<file path="config.mk">
export PLATFORM = sky130hd
export DESIGN_NAME = dds_lane_phase_acc
export DESIGN_NICKNAME = d
export VERILOG_FILES = /design/src/rtl/dds_lane_phase_acc.sv
export SDC_FILE = /design/constraint.sdc
export NUM_CORES = 1
export LEC_CHECK = 0
export BUFFER_PORTS_ARGS = -buffer_cell sky130_fd_sc_hd__clkbuf_2
export CAP_MARGIN = 20
export CORE_MARGIN = 3
export CORE_UTILIZATION = 45
export CTS_CLUSTER_SIZE = 28
export DETAILED_ROUTE_END_ITERATION = 16
export GPL_TIMING_DRIVEN = 0
export PLACE_DENSITY_LB_ADDON = 0.2
export SYNTH_ARGS = -nofsm -noshare
export SYNTH_HDL_FRONTEND = slang
export SYNTH_SLANG_ARGS = --single-unit
</file>
<file path="constraint.sdc">
create_clock -name clk -period 3.3 [get_ports clk]
set_input_delay 0.66 -clock clk [delete_from_list [all_inputs] [get_ports clk]]
set_output_delay 0.66 -clock clk [all_outputs]
set_load 0.02 [all_outputs]
</file>
<file path="src/rtl/dds_lane_phase_acc.sv">
module dds_lane_phase_acc #(
  parameter int LANES = 4,
  parameter int PW    = 16
) (
  input  logic                clk,
  input  logic                rst_n,
  input  logic                sample_en,
  input  logic                sync_in,
  input  logic [PW-1:0]       freq_word,
  input  logic [PW-1:0]       phase_init,
  output logic [LANES*PW-1:0] lane_phase,
  output logic                phase_valid
);

  localparam int CW = $clog2(LANES + 1);

  logic [CW-1:0] held;
  logic [PW-1:0] fw_q, init_q;
  logic          valid_q;
  logic          hold, cfg_changed, align;
  logic [PW-1:0] stride;

  assign hold        = sync_in || (held != '0 && held < CW'(LANES));
  assign cfg_changed = (freq_word != fw_q) || (phase_init != init_q);
  assign align       = !hold && (!valid_q || cfg_changed);
  assign stride      = PW'(fw_q * LANES);
  assign phase_valid = valid_q;

  always_ff @(posedge clk or negedge rst_n) begin
    if (!rst_n) held <= '0;
    else if (hold) held <= (held == CW'(LANES)) ? held : held + 1'b1;
    else held <= '0;
  end

  always_ff @(posedge clk or negedge rst_n) begin
    if (!rst_n) begin
      valid_q <= 1'b0;
      fw_q    <= '0;
      init_q  <= '0;
    end else if (hold) begin
      valid_q <= 1'b0;
    end else if (align) begin
      valid_q <= 1'b1;
      fw_q    <= freq_word;
      init_q  <= phase_init;
    end
  end

  for (genvar k = 0; k < LANES; k++) begin : g_lane
    logic [PW-1:0] acc;
    always_ff @(posedge clk or negedge rst_n) begin
      if (!rst_n) acc <= '0;
      else if (hold) acc <= '0;
      else if (align) acc <= phase_init + PW'(k) * freq_word;
      else if (sample_en) acc <= acc + stride;
    end
    assign lane_phase[k*PW +: PW] = acc;
  end

endmodule


</file>
==> flow_metrics.py <==
metrics = {
    "finish": {
        "fill_cells": 1908,
        "num_antenna_cells": 0,
        "area_delta_synth_final_pct": 13.37,
        "finalNetCount": 1291,
        "fin_area_sq_um": 10460,
        "layout-drive-gt1-share_pct": 14.80,
    },
    "placement": {
        "place.gp.congestion": 0.9315,
        "placed_cell_area_sq_um": 10070,
        "dp_hpwl_um": 23120,
        "io_buffers": 100,
        "dp_slack_ps": -809.4,
    },
    "logic_synthesis": {
        "yosys_warnings": 0,
        "synth_simple_gate_area_share_pct": 13.84,
        "synth_xor_xnor_area_share_pct": 10.06,
        "synth.avg_cell_area_sq_um": 9.011,
        "async_flop_share_pct": 100.0,
        "synthMuxAreaShare_pct": 8.217,
        "synth_cells": 1024,
        "ys_ff_latch": 98,
        "ys_seq_area_share_pct": 26.58,
        "synth_cell_types": 68,
        "synth_ff_type": "dfrtp_1",
        "synth_compound_area_share_pct": 20.72,
        "synth-adder-area-share_pct": 17.71,
        "synth_top_family_by_area": "compound AO/OA/AOI/OAI gates",
        "synth_edf_count": 0,
        "syn_nets": 1178,
        "synth_area_sq_um": 9228,
    },
    "timing": {
        "setup_ws_ps": 91.09,
        "fmax_ghz": 0.3116,
        "whs_ps": 372.5,
        "post-route-period-util_pct": 97.24,
        "fin_skew_ps": 10.88,
        "finalCriticalPeriod_ps": 3209,
        "relSlewSlack_pct": 41.10,
        "slew_viol_final": 0,
        "worstMarginPinSlew_ps": 883.5,
        "setup_viol": 0,
        "finalHoldViolCount": 0,
    },
    "clocking": {
        "root_buffer": "clkbuf_16",
        "ctsHoldBuffers": 0,
        "worstSkewPairLatency_ps": 350,
        "cts_max_level": 3,
        "clock-sinks": 98,
        "cts.reportedPaths.clkPinSlew_ps": 80,
        "numCtsBuffers": 9,
        "clk_path_buf_depth": 2,
        "cts_tree": "built",
    },
    "drt": {
        "drtIter0Drc": 591,
        "drc": 0,
        "antenna_left": 0,
        "wirelength_um": 29670,
        "drt_first_pass_iters": 6,
        "avgViaCountPerCell": 6.031,
        "wl_per_cell_um": 21.09,
        "num_vias": 8485,
    },
    "pwr": {
        "p_leak_nw": 4.867,
        "ir_worst_vdd_uv": 316.9,
        "p_per_area_nw_per_um2": 786.7,
    },
    "worst_setup_path": {
        "cp_slowest_stage_delay_ps": 490,
        "crit_buf_inv": 2,
        "crit_type": "in -> reg",
        "cp-start-kind": "primary input",
        "critPathCaptureType": "register",
        "critical_path_required_ps": 3560,
        "crit_chain": "clkbuf_2, fa_1, ha_2, fa_2, a211oi_4, nor2_2, o31ai_4, a21oi_4, buf_4, a211o_1, xnor2_2, nor2_2, a211oi_1",
        "crit_family": "compound AO/OA/AOI/OAI gates",
        "cp_max_fo": 5,
        "slowest_stage": "fa_1",
        "reg2reg_slack_ps": 250,
        "arrival_ps": 3470,
        "crit_top_cell": "nor2_2",
    },
    "floorplanning": {
        "rows": 51,
        "die_area_sq_um": 22260,
        "start_util_pct": 46.65,
        "ios": 101,
        "die_height_um": 149.2,
        "coreArea_sq_um": 19780,
        "die_w_um": 149.2,
    },
    "grt": {
        "grt_pass1_vias": 8189,
        "grt_first_pass_wirelength_um": 45760,
        "grt_overflow": 0,
        "grt_max_degree": 99,
        "antenna_found_initial": 1,
        "grtUsageTotal_pct": 26.81,
    },
    "flow_run": {
        "drv_cap": 0,
    },
    "min_path": {
        "holdCritPathClass": "in -> async",
    },
    "status": {
        "status": "completed",
    },
}
==> cell usage after synthesis, types with 5 or more instances <==
library cell / count / share of area (%)
nand4_1: 16 / 1.1
a211oi_1: 38 / 3.1
nor4_1: 9 / 0.61
o21a_1: 11 / 0.89
xor2_1: 26 / 2.5
o211ai_1: 6 / 0.49
inv_1: 29 / 1.2
a21oi_1: 89 / 4.8
nand3_1: 19 / 1.0
mux2_1: 25 / 3.1
o2111ai_1: 5 / 0.47
or3_1: 6 / 0.41
fa_1: 21 / 4.6
o21ai_0: 61 / 3.3
ha_1: 97 / 13
buf_2: 8 / 0.43
o21bai_1: 7 / 0.57
clkbuf_1: 14 / 0.57
a31oi_1: 5 / 0.34
nor3_1: 15 / 0.81
o21ai_1: 7 / 0.38
xnor2_1: 80 / 7.6
mux2i_1: 33 / 3.6
dfrtp_1: 98 / 27
nor2_1: 104 / 4.2
nor2b_1: 7 / 0.47
a21o_1: 34 / 2.8
mux2_2: 13 / 1.6
nand2_1: 70 / 2.8
==> where the power goes <==
part	internal [mW]	switching (mW)	total, mW
registers	1.60	0.566	2.16
logic	2.10	2.91	5.01
clock network	0.557	0.502	1.06
==> routing by layer <==
layer / part of all wire, % / up-vias / wire length (um) / global-route usage [%]
met5: 0.044 / - / 13 / 0
met4: 2.4 / 2 / 726 / 7.826
met3: 5.5 / 52 / 1645 / 2.887
met2: 47 / 299 / 13990 / 44.63
met1: 45 / 4129 / 13290 / 37.03
li1: - / 4003 / - / -
==> through the flow <==
| step | utilization [%] | setup TNS, ps | instances | total power [mW] |
|---|---|---|---|---|
| 2_1_floorplan | - | 0 | 1024 | 5.607 |
| 3_5_place_dp | 50.90 | -2608 | 1389 | 7.032 |
| 5_1_grt | 52.88 | -21.11 | 1407 | 8.867 |
| 3_3_place_gp | 50.85 | -2300 | 1389 | 6.945 |
| 4_1_cts | 52.69 | 0 | 1407 | 8.160 |
| 6_report | 52.88 | 0 | 1407 | 8.229 |
==> area by class of cell <==
class | instances | area (sq um) | area share, %
multi-input cells | 866 | 6593 | 63.02
flip-flops and latches | 98 | 2452 | 23.44
repair buffers | 102 | 529.3 | 5.059
well taps | 265 | 331.6 | 3.169
clock buffers | 11 | 252.7 | 2.416
plain buffers | 31 | 156.4 | 1.495
inverters | 29 | 108.9 | 1.041
clock inverters | 5 | 37.54 | 0.3588
==> registers in the layout, indices dropped and copies added (netlist names) <==
register	flops
g_lane.acc	62
fw_q	16
init_q	16
held	3
phase_valid	1
==> final timing paths <==
| path | cells after the start | endpoint | start |
|---|---|---|---|
| worst max register to register | 8 | g_lane[2].acc[13]$_DFFE_PN0P_ | held[0]$_DFFE_PN0P_ |
| worst max-delay path | 13 | g_lane[3].acc[15]$_DFFE_PN0P_ | freq_word[0] |
| max in group asynchronous | 1 | fw_q[2]$_DFFE_PN0P_ | rst_n |
| worst min register to register | 2 | init_q[10]$_DFFE_PN0P_ | init_q[10]$_DFFE_PN0P_ |
| min in group clk | 2 | init_q[10]$_DFFE_PN0P_ | init_q[10]$_DFFE_PN0P_ |
| worst min-delay path | 1 | g_lane[3].acc[11]$_DFFE_PN0P_ | rst_n |
==> placed cells by master, fill, tap and decap left out, drive strengths merged, types with 3 or more instances in the layout <==
cell type  count
nor3b          4
nor3          15
o21ai         68
o21a          11
or4            3
nand2b         3
inv           30
nand3         19
o211ai         6
a21o          34
fa            21
nand4         16
xnor2         80
mux2          38
o221ai         4
o21bai         7
a31oi          5
nand2         70
o31a           4
nor2b          7
o31ai          3
dfrtp         98
and3           4
xor2          26
a211oi        39
or3            6
a31o           4
nor4           9
a211o          3
a2111oi        3
o2111ai        5
nor2         106
and4           4
a21oi         89
clkbuf       125
buf           19
ha            97
mux2i         33
==> kinds of logic after synthesis <==
logic type                 after synthesis
AOI/OAI and AO/OA                      297
and+or+nand+nor                        274
adders and majority gates              118
xor gates and xnor gates               106
DFF                                     98
muxes                                   71
buffers and inverters                   60
==> what timing repair did <==
item                       CTS  global route
gates resized for setup     13             5
setup buffers                2             0
setup endpoints to repair    4             2
pin swaps                    6             6
Note: power is estimated with default switching activity, not from simulation.
